[config.mk]
export PLATFORM = sky130hd
export DESIGN_NAME = exc_entry_unit
export DESIGN_NICKNAME = d
export VERILOG_FILES = /design/src/rtl/exc_entry_pkg.sv /design/src/rtl/exc_slot_detect.sv /design/src/rtl/exc_vector_sel.sv /design/src/rtl/exc_entry_unit.sv
export SDC_FILE = /design/constraint.sdc
export NUM_CORES = 1
export LEC_CHECK = 0
export BUFFER_PORTS_ARGS = -buffer_cell sky130_fd_sc_hd__buf_2
export CORE_UTILIZATION = 30
export DETAILED_ROUTE_END_ITERATION = 10
export MAX_ROUTING_LAYER = met4
export PLACE_DENSITY = 0.53
export SLEW_MARGIN = 40
export SYNTH_ARGS = -nofsm -noshare
export SYNTH_HDL_FRONTEND = slang
export SYNTH_HIERARCHICAL = 1
export SYNTH_SLANG_ARGS = --single-unit
[constraint.sdc]
create_clock -name clk -period 3.2 [get_ports clk]
set_clock_uncertainty 0.1 [all_clocks]
set_input_delay 0.32 -clock clk [delete_from_list [all_inputs] [get_ports clk]]
set_output_delay 0.32 -clock clk [all_outputs]
set_load 0.03 [all_outputs]
[src/rtl/exc_entry_pkg.sv]
package exc_entry_pkg;
    localparam int unsigned XLEN    = 32;
    localparam int unsigned SET_W   = 4;
    localparam int unsigned CODE_W  = 5;
    localparam int unsigned CE_W    = 2;

    typedef struct packed {
        logic              exl;
        logic              bev;
        logic              cu1;
        logic [SET_W-1:0]  css;
        logic [SET_W-1:0]  pss;
        logic [XLEN-1:0]   epc;
        logic              bd;
        logic [CE_W-1:0]   ce;
        logic [CODE_W-1:0] code;
        logic              rv;
        logic [XLEN-1:0]   rpc;
    } exc_state_t;
endpackage

[src/rtl/exc_slot_detect.sv]
module exc_slot_detect #(
    parameter int unsigned XLEN       = 32,
    parameter int unsigned INSN_BYTES = 4
) (
    input  logic [XLEN-1:0] pc_in,
    input  logic [XLEN-1:0] npc_in,
    output logic            in_slot,
    output logic [XLEN-1:0] restart_pc
);
    localparam logic [XLEN-1:0] STEP = XLEN'(INSN_BYTES);

    always_comb begin
        in_slot    = (npc_in != (pc_in + STEP));
        restart_pc = in_slot ? (pc_in - STEP) : pc_in;
    end
endmodule

[src/rtl/exc_vector_sel.sv]
module exc_vector_sel #(
    parameter int unsigned     XLEN      = 32,
    parameter logic [XLEN-1:0] RESET_VEC = 32'hBFC0_0000,
    parameter logic [XLEN-1:0] BOOT_BASE = 32'hBFC0_0200,
    parameter logic [XLEN-1:0] RUN_BASE  = 32'h8000_0000,
    parameter logic [XLEN-1:0] GEN_OFS   = 32'h0000_0180
) (
    input  logic            is_reset,
    input  logic            bev,
    input  logic            vec0,
    output logic [XLEN-1:0] target
);
    logic [XLEN-1:0] base;
    logic [XLEN-1:0] ofs;

    always_comb begin
        base   = bev  ? BOOT_BASE : RUN_BASE;
        ofs    = vec0 ? '0 : GEN_OFS;
        target = is_reset ? RESET_VEC : (base + ofs);
    end
endmodule

[src/rtl/exc_entry_unit.sv]
module exc_entry_unit
    import exc_entry_pkg::*;
#(
    parameter logic [XLEN-1:0] RESET_VEC  = 32'hBFC0_0000,
    parameter logic [XLEN-1:0] BOOT_BASE  = 32'hBFC0_0200,
    parameter logic [XLEN-1:0] RUN_BASE   = 32'h8000_0000,
    parameter logic [XLEN-1:0] GEN_OFS    = 32'h0000_0180,
    parameter int unsigned     INSN_BYTES = 4
) (
    input  logic              clk,
    input  logic              rst_n,
    input  logic              fault_req,
    input  logic [CODE_W-1:0] fault_code,
    input  logic              fault_vec0,
    input  logic              reset_req,
    input  logic [XLEN-1:0]   cur_pc,
    input  logic [XLEN-1:0]   next_pc,
    input  logic [SET_W-1:0]  ess_cfg,
    input  logic              ctl_wr,
    input  logic              ctl_exl,
    input  logic              ctl_bev,
    input  logic [SET_W-1:0]  ctl_css,
    output logic              redir_valid,
    output logic [XLEN-1:0]   redir_pc,
    output logic              stat_exl,
    output logic              stat_bev,
    output logic              stat_cu1,
    output logic [SET_W-1:0]  srs_cur,
    output logic [SET_W-1:0]  srs_prev,
    output logic [XLEN-1:0]   epc,
    output logic [XLEN-1:0]   cause
);
    localparam int unsigned BD_POS   = XLEN - 1;
    localparam int unsigned CE_LO    = XLEN - 4;
    localparam int unsigned CODE_LO  = 2;

    exc_state_t st_d, st_q;
    logic            slot_d;
    logic [XLEN-1:0] rest_pc_d;
    logic [XLEN-1:0] target_d;

    exc_slot_detect #(.XLEN(XLEN), .INSN_BYTES(INSN_BYTES)) i_slot (
        .pc_in      (cur_pc),
        .npc_in     (next_pc),
        .in_slot    (slot_d),
        .restart_pc (rest_pc_d)
    );

    exc_vector_sel #(
        .XLEN(XLEN), .RESET_VEC(RESET_VEC), .BOOT_BASE(BOOT_BASE),
        .RUN_BASE(RUN_BASE), .GEN_OFS(GEN_OFS)
    ) i_vec (
        .is_reset (reset_req),
        .bev      (st_q.bev),
        .vec0     (fault_vec0),
        .target   (target_d)
    );

    always_comb begin
        st_d    = st_q;
        st_d.rv = 1'b0;
        if (reset_req) begin
            st_d.cu1 = 1'b1;
            st_d.rv  = 1'b1;
            st_d.rpc = target_d;
        end else if (fault_req) begin
            st_d.exl = 1'b1;
            if (!st_q.exl && !st_q.bev) begin
                st_d.pss = st_q.css;
                st_d.css = ess_cfg;
            end
            st_d.epc  = rest_pc_d;
            st_d.bd   = slot_d;
            st_d.ce   = '0;
            st_d.code = fault_code;
            st_d.rv   = 1'b1;
            st_d.rpc  = target_d;
        end else if (ctl_wr) begin
            st_d.exl = ctl_exl;
            st_d.bev = ctl_bev;
            st_d.css = ctl_css;
        end
    end

    always_ff @(posedge clk) begin
        if (!rst_n) begin
            st_q     <= '0;
            st_q.bev <= 1'b1;
        end else begin
            st_q <= st_d;
        end
    end

    always_comb begin
        redir_valid = st_q.rv;
        redir_pc    = st_q.rpc;
        stat_exl    = st_q.exl;
        stat_bev    = st_q.bev;
        stat_cu1    = st_q.cu1;
        srs_cur     = st_q.css;
        srs_prev    = st_q.pss;
        epc         = st_q.epc;
        cause                          = '0;
        cause[BD_POS]                  = st_q.bd;
        cause[CE_LO +: CE_W]           = st_q.ce;
        cause[CODE_LO +: CODE_W]       = st_q.code;
    end

    // Fault taken always leaves the core at exception level
    assert_exl_set_R2: assert property (@(posedge clk) disable iff (!rst_n)
        (fault_req && !reset_req) |=> stat_exl);

    // Shadow sets frozen when already at exception level or on boot vectors
    assert_srs_hold_R3: assert property (@(posedge clk) disable iff (!rst_n)
        (fault_req && !reset_req && (stat_exl || stat_bev))
        |=> (srs_cur == $past(srs_cur) && srs_prev == $past(srs_prev)));

    // Delay-slot flag follows the next-PC relation
    assert_bd_flag_R4: assert property (@(posedge clk) disable iff (!rst_n)
        (fault_req && !reset_req)
        |=> (cause[BD_POS] == $past(next_pc != cur_pc + XLEN'(INSN_BYTES))));

    // Reset request redirects to the reset address with coprocessor 1 on
    assert_reset_vec_R7: assert property (@(posedge clk) disable iff (!rst_n)
        reset_req |=> (redir_valid && redir_pc == RESET_VEC && stat_cu1));

    // Reset wins: exception-level bit untouched by a simultaneous fault
    assert_reset_wins_R8: assert property (@(posedge clk) disable iff (!rst_n)
        (reset_req && fault_req) |=> $stable(stat_exl));

    // No request, no redirect
    assert_no_pulse_R9: assert property (@(posedge clk) disable iff (!rst_n)
        !(fault_req || reset_req) |=> !redir_valid);
endmodule

==> metrics <==
sequential cell area fraction in the yosys report 29.8%; CP max FO 21; CP max stage delay 0.56 ns; average instance area after synthesis 7.74 sq um; Fin. Hold Viols 0; hpwl dp 11300 um; final setup margin 0.299 ns; Synth area leaders dfxtp_1, nand2_1, a21boi_0; Detail Route Antenna Nets 0; most frequent cells after synthesis nand2_1, dfxtp_1, a21boi_0, buf_4, xor2_1; Worst IR Drop VDD 0.260 mV; post-synth top area share 29.8%; RD Place Congestion 0.804; Slew headroom 54.2%; fmax 345 MHz; Setup crit start kind primary input; vias per cell 4.61; Finished Core Util 37.8%; outcome finished clean; Skew-Pair Late Insertion Delay 0.33 ns; Worst Tran Pin Value 0.687 ns; critical path, cell by cell buf_2 > inv_1 > ha_1 > xnor2_1 > nand4_1 > or4_1 > a2111oi_1 > and4_1 > and4_4 > buf_12 > nor4_1 > xnor2_1 > nand2_1 > a21boi_0; NumNets Final 954; Most used DFF post-synth dfxtp_1; CTS tree done; total track usage 16.0%; Static Leak 0.00299 uW; ANT cells 0; Pwr Total 2950 uW; Synth Warn # 6; share of cells above drive strength 1 27.2%; Synth Register Bits 82; number of antenna violations at the first check in global routing 0; number of distinct library cells after synthesis 62; Via Count 5074; Mapped Cells 713; final wirelength 14700 um; CP endpoint kind flip-flop; First-pass DRT Iterations 4; starting density of the core 30.7%; FILL cells 1923; Worst Path Required 3.36 ns; number of global-route vias before repair 4540; cts repair resizes 0; Mapped Area 5520 sq um; register area 1640 sq um; fin crit share 90.6%; initial drt markers 262; Sink Count 82; port bufs 166; Min-Delay Path Class primary input to flip-flop; Placement Cell Area 6430 sq um; Clock transition at path regs 0.07 ns; Power Dens Cells 434 nW/um^2; multi-input logic area 3330 sq um; fin area 6790 sq um; clock period minus final worst setup slack 2.90 ns; worst slack, placed -0.0660 ns; CTS Buffer Depth 2; unrepaired setup endpoints after global routing false; Die Ht 138 um; clock root buffer clkbuf_16; chip width 138 um; post-synthesis async set-or-reset flop share 0%; Worst EP arrival 3.06 ns; area grow syn2layout 23.1%; Max Slew Vio Count 0; CP dominant cell by count xnor2_1; H-Tree Depth 3; CTS Hold Buffers Added 0; CP Launch Point cur_pc[2]; WL per Instance 13.4 um; CTS buffer count 9; hold path start fault_code[0]; Post-synth EDFFs 0; first-pass GRT wire length 23100 um; num rows 49; maximum capacitance violations 0; post-CTS setup buffers 0; Setup CP Type primary input to flip-flop; Crit-path slowest cell or4_1; Ports 193; largest net degree at the start of global routing 46; core region area 18000 sq um; worst r2r src stat_bev$_SDFFE_PN1P_; die area 18900 sq um; DRC 0; post-synth top area cell dfxtp_1; total congestion overflow 0; count of final setup violators 0; count leader, synth nand2_1
cells in the final DEF, fill, tap and decap left out, types with 3 or more instances in the layout:
cell type	synthesis	layout
buf_2	15	166
nor3_1	26	26
nand3b_1	3	3
a21boi_0	66	66
nand2_1	161	161
mux2i_1	5	5
inv_1	5	5
conb_1	3	47
a22oi_1	3	3
xnor2_1	26	26
a311oi_1	3	3
and2_1	3	3
and3_1	4	4
o21ai_0	6	6
a21boi_1	5	5
o311ai_0	4	4
nor3b_1	4	4
xor2_1	37	37
nand2b_1	7	7
nand4_1	8	8
nor2b_1	14	13
nand4b_1	4	4
dfxtp_1	82	82
bufinv_16	0	3
or3_1	11	11
nor2_1	23	23
or4_1	9	9
buf_4	63	41
a41oi_1	3	3
a211oi_1	4	4
clkbuf_16	0	9
and4_1	4	4
nand3_1	10	10
nor4_1	19	19
o21a_1	3	3
a21oi_1	5	5
cell families after synthesis:
| group | synth area share [%] |
|---|---|
| fa+ha+maj | 0.454 |
| compound gates | 15.9 |
| mux | 0.907 |
| simple gates | 29.8 |
| other cells | 0.204 |
| buf+inv | 13.0 |
| xor+xnor | 10.0 |
| flops | 29.8 |
power breakdown:
group / leakage (uW) / switching, uW / internal, uW
Combinational: 0.00214 / 400 / 212
Clock: 0.000174 / 455 / 779
Sequential: 0.000675 / 27.0 / 1070
per-layer routing:
metal	part of all wire [%]	up-vias	routed length (um)	track usage (%)
li1	-	2643	-	-
met4	1.0	0	153	4.52
met5	0	-	0	-
met1	49	2258	7220	22.2
met3	5.9	9	864	2.32
met2	44	164	6500	24.1
per-stage QoR:
step	hold slack [ns]	setup TNS (ns)	instances
floorplan	0.355	0	757
global placement	0.340	-0.194	1085
detailed placement	0.348	-0.535	1085
CTS	0.111	0	1101
global route	0.124	0	1101
finish	0.127	0	1101
worst paths after layout:
check                             to  slack (ns)  cells after the start
min            cause[2]$_SDFFE_PN0P_        0.13                      3
max             epc[10]$_SDFFE_PN0P_        0.30                     14
max reg2reg  srs_cur[1]$_SDFFE_PN0P_        1.76                      3
min reg2reg    stat_cu1$_SDFFE_PN0P_        0.36                      1
worst max-delay path: cells and delay by family:
kind	cells	cell delay, ns
AND/OR/NAND/NOR	6	1.41
buffers and inverters	3	0.31
AO/OA/AOI/OAI	2	0.40
XOR/XNOR	2	0.30
adder cells (fa/ha/maj)	1	0.31
registers in the layout, summed over array words and instances, names as in the netlist:
| signal | cells |
|---|---|
| epc | 32 |
| redir_pc | 32 |
| cause | 6 |
| srs_cur | 4 |
| srs_prev | 4 |
| redir_valid | 1 |
| stat_bev | 1 |
| stat_cu1 | 1 |
| stat_exl | 1 |
area by class of cell:
class | count | share of cell area, %
inverters | 5 | 0.276
repair buffers | 208 | 17.1
clock inverters | 7 | 1.92
clock buffers | 9 | 3.32
well taps | 229 | 4.22
flip-flops and latches | 82 | 24.2
multi-input cells | 561 | 49.0
No activity file was read; power rests on OpenSTA's default activity.
